===== config.mk =====
export PLATFORM = sky130hd
export DESIGN_NAME = iorom_decode
export DESIGN_NICKNAME = d
export VERILOG_FILES = /design/src/rtl/iorom_pkg.sv /design/src/rtl/iorom_basereg.sv /design/src/rtl/iorom_io_match.sv /design/src/rtl/iorom_rom_match.sv /design/src/rtl/iorom_sel_fsm.sv /design/src/rtl/iorom_decode.sv
export SDC_FILE = /design/constraint.sdc
export NUM_CORES = 1
export LEC_CHECK = 0
export ABC_CLOCK_PERIOD_IN_PS = 3200
export CORE_ASPECT_RATIO = 1.4
export CORE_MARGIN = 10
export CORE_UTILIZATION = 39
export DETAILED_ROUTE_END_ITERATION = 12
export PLACE_DENSITY = 0.72
export SLEW_MARGIN = 20
export SYNTH_ARGS = -nofsm -noshare
export SYNTH_HDL_FRONTEND = slang
export SYNTH_HIERARCHICAL = 1
export SYNTH_SLANG_ARGS = --single-unit

===== constraint.sdc =====
create_clock -name clk -period 3.2 [get_ports clk]
set_input_delay 0.64 -clock clk [delete_from_list [all_inputs] [get_ports clk]]
set_output_delay 0.64 -clock clk [all_outputs]
set_load 0.01 [all_outputs]

===== src/rtl/iorom_pkg.sv =====
package iorom_pkg;

    localparam int ADDR_W  = 24;
    localparam int OFS_W   = 4;
    localparam int IOHI_W  = 3;
    localparam int IOLO_W  = 5;
    localparam int SIZE_W  = 2;
    localparam int TAG_W   = 5;
    localparam int CFG_W   = IOHI_W + IOLO_W + SIZE_W + TAG_W;

    // I/O decode bit positions (behaviour-defining)
    localparam int IOHI_LSB = 13;
    localparam int IOLO_LSB = 5;
    localparam int IO_SPAN  = 16;
    // Lines that must read zero for an I/O hit: 12, 11, 10 and 4
    localparam logic [IO_SPAN-1:0] IO_ZERO_MASK = 16'h1C10;

    // ROM decode bit positions
    localparam int ROM_TAG_LSB = 14;
    localparam int ROM_ONE_BIT = ROM_TAG_LSB + TAG_W;

    typedef struct packed {
        logic [IOHI_W-1:0] io_hi;
        logic [IOLO_W-1:0] io_lo;
        logic [SIZE_W-1:0] rom_size;
        logic [TAG_W-1:0]  rom_tag;
    } base_t;

    localparam base_t BASE_DEFAULT = '{
        io_hi:    3'b000,
        io_lo:    5'b11000,
        rom_size: 2'b00,
        rom_tag:  5'b10011
    };

    typedef enum logic [1:0] {
        ST_IDLE = 2'd0,
        ST_IO   = 2'd1,
        ST_ROM  = 2'd2
    } sel_state_e;

endpackage


===== src/rtl/iorom_basereg.sv =====
module iorom_basereg
    import iorom_pkg::*;
(
    input  logic             clk,
    input  logic             rst_n,
    input  logic             local_mode,
    input  logic             cfg_load,
    input  logic [CFG_W-1:0] cfg_data,
    output base_t            eff_base
);

    base_t stored_q;

    always_ff @(posedge clk or negedge rst_n) begin
        if (!rst_n) begin
            stored_q <= BASE_DEFAULT;
        end else if (cfg_load && local_mode) begin
            stored_q <= base_t'(cfg_data);
        end
    end

    // Outside local-bus mode the decoder falls back to the fixed default
    always_comb begin
        eff_base = local_mode ? stored_q : BASE_DEFAULT;
    end

endmodule


===== src/rtl/iorom_io_match.sv =====
module iorom_io_match
    import iorom_pkg::*;
(
    input  logic [IO_SPAN-1:0] io_addr,
    input  base_t              base,
    output logic               hit
);

    logic zero_ok;
    logic hi_ok;
    logic lo_ok;

    always_comb begin
        zero_ok = (io_addr & IO_ZERO_MASK) == '0;
        hi_ok   = io_addr[IOHI_LSB +: IOHI_W] == base.io_hi;
        lo_ok   = io_addr[IOLO_LSB +: IOLO_W] == base.io_lo;
        hit     = zero_ok && hi_ok && lo_ok;
    end

endmodule


===== src/rtl/iorom_rom_match.sv =====
module iorom_rom_match
    import iorom_pkg::*;
(
    input  logic [TAG_W:0] rom_addr,   // address bits 19..14
    input  base_t          base,
    output logic           hit
);

    logic             enabled;
    logic [TAG_W-1:0] care;
    logic [TAG_W-1:0] bit_ok;

    assign enabled = base.rom_size != '0;

    // Size code k (1..3) ignores the lowest k-1 tag bits
    for (genvar i = 0; i < TAG_W; i++) begin : g_tag
        assign care[i]   = enabled && ({1'b0, base.rom_size} <= 3'(i + 1));
        assign bit_ok[i] = !care[i] || (rom_addr[i] == base.rom_tag[i]);
    end

    always_comb begin
        hit = enabled && rom_addr[TAG_W] && (&bit_ok);
    end

endmodule


===== src/rtl/iorom_sel_fsm.sv =====
module iorom_sel_fsm
    import iorom_pkg::*;
(
    input  logic             clk,
    input  logic             rst_n,
    input  logic             io_req,
    input  logic             io_strobe,
    input  logic             rom_req,
    input  logic             rom_strobe,
    input  logic [OFS_W-1:0] ofs_in,
    output logic             io_cs,
    output logic [OFS_W-1:0] io_ofs,
    output logic             rom_cs
);

    sel_state_e state_q;
    sel_state_e state_d;
    logic [OFS_W-1:0] ofs_q;

    always_ff @(posedge clk or negedge rst_n) begin
        if (!rst_n) begin
            state_q <= ST_IDLE;
        end else begin
            state_q <= state_d;
        end
    end

    always_ff @(posedge clk or negedge rst_n) begin
        if (!rst_n) begin
            ofs_q <= '0;
        end else if (state_q == ST_IDLE && io_req) begin
            ofs_q <= ofs_in;
        end
    end

    always_comb begin
        state_d = state_q;
        unique case (state_q)
            ST_IDLE: begin
                if (io_req) begin
                    state_d = ST_IO;
                end else if (rom_req) begin
                    state_d = ST_ROM;
                end
            end
            ST_IO: begin
                if (!io_strobe) begin
                    state_d = ST_IDLE;
                end
            end
            ST_ROM: begin
                if (!rom_strobe) begin
                    state_d = ST_IDLE;
                end
            end
            default: state_d = ST_IDLE;
        endcase
    end

    always_comb begin
        io_cs  = 1'b0;
        rom_cs = 1'b0;
        io_ofs = '0;
        unique case (state_q)
            ST_IDLE: ;
            ST_IO: begin
                io_cs  = 1'b1;
                io_ofs = ofs_q;
            end
            ST_ROM: rom_cs = 1'b1;
            default: ;
        endcase
    end

endmodule


===== src/rtl/iorom_decode.sv =====
module iorom_decode
    import iorom_pkg::*;
(
    input  logic              clk,
    input  logic              rst_n,
    input  logic              local_mode,
    input  logic              cfg_load,
    input  logic [CFG_W-1:0]  cfg_data,
    input  logic [ADDR_W-1:0] addr,
    input  logic              ior_n,
    input  logic              iow_n,
    input  logic              memrd_n,
    output logic              io_cs,
    output logic [OFS_W-1:0]  io_ofs,
    output logic              rom_cs
);

    base_t eff_base;
    logic  io_hit;
    logic  rom_hit;
    logic  io_strobe;
    logic  rom_strobe;
    logic  unused_hi;

    assign unused_hi  = ^addr[ADDR_W-1:ROM_ONE_BIT+1];
    assign io_strobe  = !ior_n || !iow_n;
    assign rom_strobe = !memrd_n;

    iorom_basereg u_basereg (
        .clk        (clk),
        .rst_n      (rst_n),
        .local_mode (local_mode),
        .cfg_load   (cfg_load),
        .cfg_data   (cfg_data),
        .eff_base   (eff_base)
    );

    iorom_io_match u_io_match (
        .io_addr (addr[IO_SPAN-1:0]),
        .base    (eff_base),
        .hit     (io_hit)
    );

    iorom_rom_match u_rom_match (
        .rom_addr (addr[ROM_ONE_BIT:ROM_TAG_LSB]),
        .base     (eff_base),
        .hit      (rom_hit)
    );

    iorom_sel_fsm u_sel_fsm (
        .clk        (clk),
        .rst_n      (rst_n),
        .io_req     (io_strobe && io_hit),
        .io_strobe  (io_strobe),
        .rom_req    (rom_strobe && rom_hit),
        .rom_strobe (rom_strobe),
        .ofs_in     (addr[OFS_W-1:0]),
        .io_cs      (io_cs),
        .io_ofs     (io_ofs),
        .rom_cs     (rom_cs)
    );

endmodule


Word level (Yosys, flattened, before mapping)
Cells that the tools add are included.
{"block": "op_classes", "mux": 9, "n_lt_le_gt_ge": 4, "reduce_logical": 31, "n_eq_ne": 12}
{"operator": "$logic_not 16->1", "count": 1}
{"operator": "$mux 15", "count": 1}
{"operator": "$logic_and 1x1->1", "count": 12}
{"operator": "$logic_not 1->1", "count": 8}
{"operator": "$mux 2", "count": 4}
{"operator": "$le 2x3->1 const B", "count": 2}
{"operator": "$logic_or 1x1->1", "count": 6}
{"operator": "$pmux 2 s3", "count": 1}
{"operator": "$eq 1x1->1", "count": 5}
{"operator": "$eq 5x5->1", "count": 1}
{"operator": "$reduce_and 5->1", "count": 1}
{"operator": "$mux 4", "count": 1}
{"operator": "$ne 2x2->1 const B", "count": 2}
{"operator": "$eq 3x3->1", "count": 1}
{"operator": "$ne 3x1->1 const B", "count": 1}
{"operator": "$reduce_and 3->1", "count": 1}
{"operator": "$eq 2x1->1 const B", "count": 1}
{"operator": "$eq 2x2->1 const B", "count": 1}
{"operator": "$le 2x1->1 const B", "count": 1}
{"operator": "$le 2x2->1 const B", "count": 1}
{"operator": "$logic_not 2->1", "count": 1}
{"operator": "$mux 1", "count": 2}
{"operator": "$reduce_bool 2->1", "count": 1}
{"block": "word_totals", "out_inout_bits": 6, "regBits": 21, "input_bits": 46, "wordCells": 62}

Longest topological paths before layout
{"block": "depth", "depth_word": 11, "depth_mapped": 10}

By module
Netlist, hierarchy kept.
{"mod": "iorom_basereg", "instances": 1, "cells_each": 48, "area_each_um2": 714.4, "seq_area_each_um2": 381.6}
{"mod": "iorom_sel_fsm", "instances": 1, "cells_each": 22, "area_each_um2": 287.8, "seq_area_each_um2": 150.1}
{"mod": "iorom_io_match", "instances": 1, "cells_each": 12, "area_each_um2": 106.4, "seq_area_each_um2": 0.0}
{"mod": "iorom_rom_match", "instances": 1, "cells_each": 12, "area_each_um2": 103.8, "seq_area_each_um2": 0.0}
{"mod": "iorom_decode", "instances": 1, "cells_each": 4, "area_each_um2": 21.3, "seq_area_each_um2": 0.0}

Worst setup path after synthesis
No wires, ideal clock.
{"block": "synth_path", "kind": "input to register", "startpoint": "in local_mode", "endpoint": "reg u_sel_fsm.ofs_q[0]", "slack_ns": 0.865, "stages": 8, "arrival_time_ns": 2.210, "path_buffers": 1, "setup_ns": 0.125, "cell_sequence": "clkbuf_1 and2_1 xnor2_1 nand3_1 nor4_2 a21boi_1 nor3b_4 mux2_2"}
{"element": "start, declared", "line_no": "iorom_decode.sv:6", "text": "input logic local_mode,"}
{"element": "end signal, assigned", "line_no": "iorom_sel_fsm.sv:32", "text": "ofs_q <= ofs_in;"}
{"element": "end, declared", "line_no": "iorom_sel_fsm.sv:18", "text": "logic [OFS_W-1:0] ofs_q;"}

==> metrics.cfg <==
[routing]
first_pass_iters=3
finalWirelength_um=2940
routed_via_density=4.68
antenna_left=0
drt_iter0_drc=9
drcViolationCount=0
via_count=875
wire_per_inst_um=15.7

[clock_network]
hold_buffers=0
cts_tree=yes
cts-root-buf=clkbuf_8
worstSkewPairLatency_ps=260
h-tree-depth=1
clk_pin_slew_ps=70
cts_setup_buffers=0
cts_buffers=3
cts_buffer_depth=2
cts-resized-gates=0
cts.sinks=21

[timing]
period_minus_slack_ps=2750
worstMarginPinSlew_ps=475
finClkSkew_ps=0.625
setup_tns_ps=0
max_freq_mhz=364
finalSetupViolCount=0
slew_headroom=0.684
hold_viol_final=0
rsz0062_at_grt=no
maxSlewViolCount=0
period_share=0.860

[finish]
area_growth_pct=44.8
drive_gt1_frac=0.250
antenna_cells=0
finalInstanceArea_um2=1790
n_fill_cell=267
final_nets=197

[die]
die_y_um=86.6
chipWidth_um=67.5
initial_utilization=0.399
core_area_um2=3090
rows=24
num_io_pins=52
die-area_um2=5850

[critical_path]
crit_path_start=local_mode
crit_chain=clkdlybuf4s50_1 > buf_4 > and2_1 > xnor2_1 > nand4_1 > nor4_2 > a21boi_1 > nor3b_4 > mux2_2
cp_max_fo=10
rr_endpoint=u_sel_fsm/ofs_q[1]
arrival_ps=2900
critPathKind=in2reg
max_stage_delay_ps=570
cp_slowest_cell=clkdlybuf4s50_1
worstSetupStartpointType=input port
cp-end-kind=register
crit_end=u_sel_fsm/ofs_q[1]
cp.required_ps=3350
worst-r2r-setup-slack_ps=1090
reg2regPathDepth=7
r2r-start=u_basereg/stored_q[10]

[pwr]
p_leak_nw=0.760
p_per_area_nw_per_um2=364
vdd_ir_drop_max_mv=0.256

[place]
dp_hpwl_um=2360
dpl_cell_area_um2=1750
portBuffers=47
gp_congestion=0.773

[grt]
first_global_vias=1036
antenna_found_initial=0
grt_max_degree=22
grt_overflow_total=0
track_usage=0.107
grt_pass1_wl_um=4900

[synth]
syn_nets=146
syn_area_um2=1230
synth_edf_count=0
syn_inst=98
ys_seq_elements=21
synth_ff_type=dfrtp_1
seq_area_frac_synth=0.431
synth.avg_cell_area_um2=12.6
synthArstFlopShare=1.00
synth_cell_types=26
yosysWarnings=6

[hold_path]
hold_class=in2async

[status]
outcome=finished clean

[job]
maxCapViolations=0

[critical path, delay by kind of cell]
family | cells | cell delay, ps
AND/OR/NAND/NOR | 4 | 730
XOR/XNOR | 1 | 130
buffers and inverters | 2 | 770
multiplexers | 1 | 370
AO/OA/AOI/OAI | 1 | 260
[power by group]
group | switching, mW | internal [mW]
clock | 0.0853 | 0.0867
sequential | 0.0155 | 0.301
combinational | 0.0527 | 0.108
[registers in the layout (all words and copies together) (netlist names)]
register / flops
u_sel_fsm/ofs_q: 4
u_sel_fsm/state_q: 2
u_basereg/stored_q: 15
[cell type report]
type                       count  area (um^2)  share of cell area
multi-input combinational     72          676               0.378
sequential                    21          532               0.298
timing repair buffer          48          473               0.265
tap                           39         48.8              0.0273
clock buffer                   3         41.3              0.0231
inverter                       3         11.3             0.00630
clock inverter                 1         5.00             0.00280
[through the flow]
stage | power, mW | instances | utilization | hold slack [ps] | setup WS, ps
after floorplan | 0.407 | 98 | - | 344 | 865
after global placement | 0.479 | 183 | 0.564 | 480 | 114
after detailed placement | 0.483 | 183 | 0.564 | 486 | 114
after CTS | 0.662 | 187 | 0.579 | 508 | 397
after global routing | 0.692 | 187 | 0.578 | 358 | 291
final | 0.650 | 187 | 0.578 | 327 | 449
[routing by layer]
metal / routed length [um] / share of wire / global-route usage / vias to the layer above
li1: - / - / - / 426
met1: 1120 / 0.38 / 0.121 / 416
met2: 1590 / 0.54 / 0.187 / 28
met3: 187 / 0.064 / 0.0258 / 5
met4: 40 / 0.014 / 0.0393 / 0
met5: 0 / 0 / 0 / -
[worst min-delay path by stage]
stage | from | endpoint | depth (start not counted)
floorplan | rst_n | u_basereg/stored_q[12] | 0
global placement | u_sel_fsm/ofs_q[3] | u_sel_fsm/ofs_q[3] | 1
detailed placement | u_basereg/stored_q[12] | u_basereg/stored_q[12] | 1
CTS | u_basereg/stored_q[12] | u_basereg/stored_q[12] | 1
global route | rst_n | u_basereg/stored_q[13] | 1
finish | rst_n | u_basereg/stored_q[7] | 1
[cell usage in the layout, fill, tap and decap left out, types with 2 or more instances in the layout]
master           count
and2_1              14
and2b_2              2
clkbuf_8             3
clkdlybuf4s50_1     46
dfrtp_1             16
dfstp_2              5
ha_1                 2
inv_1                3
mux2_2               9
mux2_4              10
nand2_1              2
nand4_1              2
nor2b_1              2
nor4_2               2
or2b_1               5
xnor2_1              9
xor2_1               4
[cell usage after synthesis (2+ instances only)]
library cell  number  area (um^2)
and2_1            14         87.6
and2b_2            2         17.5
dfrtp_1           16          400
dfstp_2            5          131
ha_1               2         25.0
inv_1              3         11.3
mux2_2             9          101
mux2_4            10          150
nand2_1            2         7.51
nand4_1            2         12.5
nor2b_1            2         12.5
nor4_2             2         25.0
or2b_1             5         37.5
xnor2_1            9         78.8
xor2_1             4         35.0
[cells by family (layout without fill, tap and decap cells)]
group / after synthesis / after routing / synth area share
and+or+nand+nor: 34 / 34 / 0.201
DFF: 21 / 21 / 0.431
muxes: 20 / 20 / 0.212
xor gates and xnor gates: 13 / 13 / 0.0923
buffers and inverters: 5 / 55 / 0.0213
AOI/OAI and AO/OA: 3 / 3 / 0.0223
adders and majority gates: 2 / 2 / 0.0203
Power figures use the tool's default switching activity.
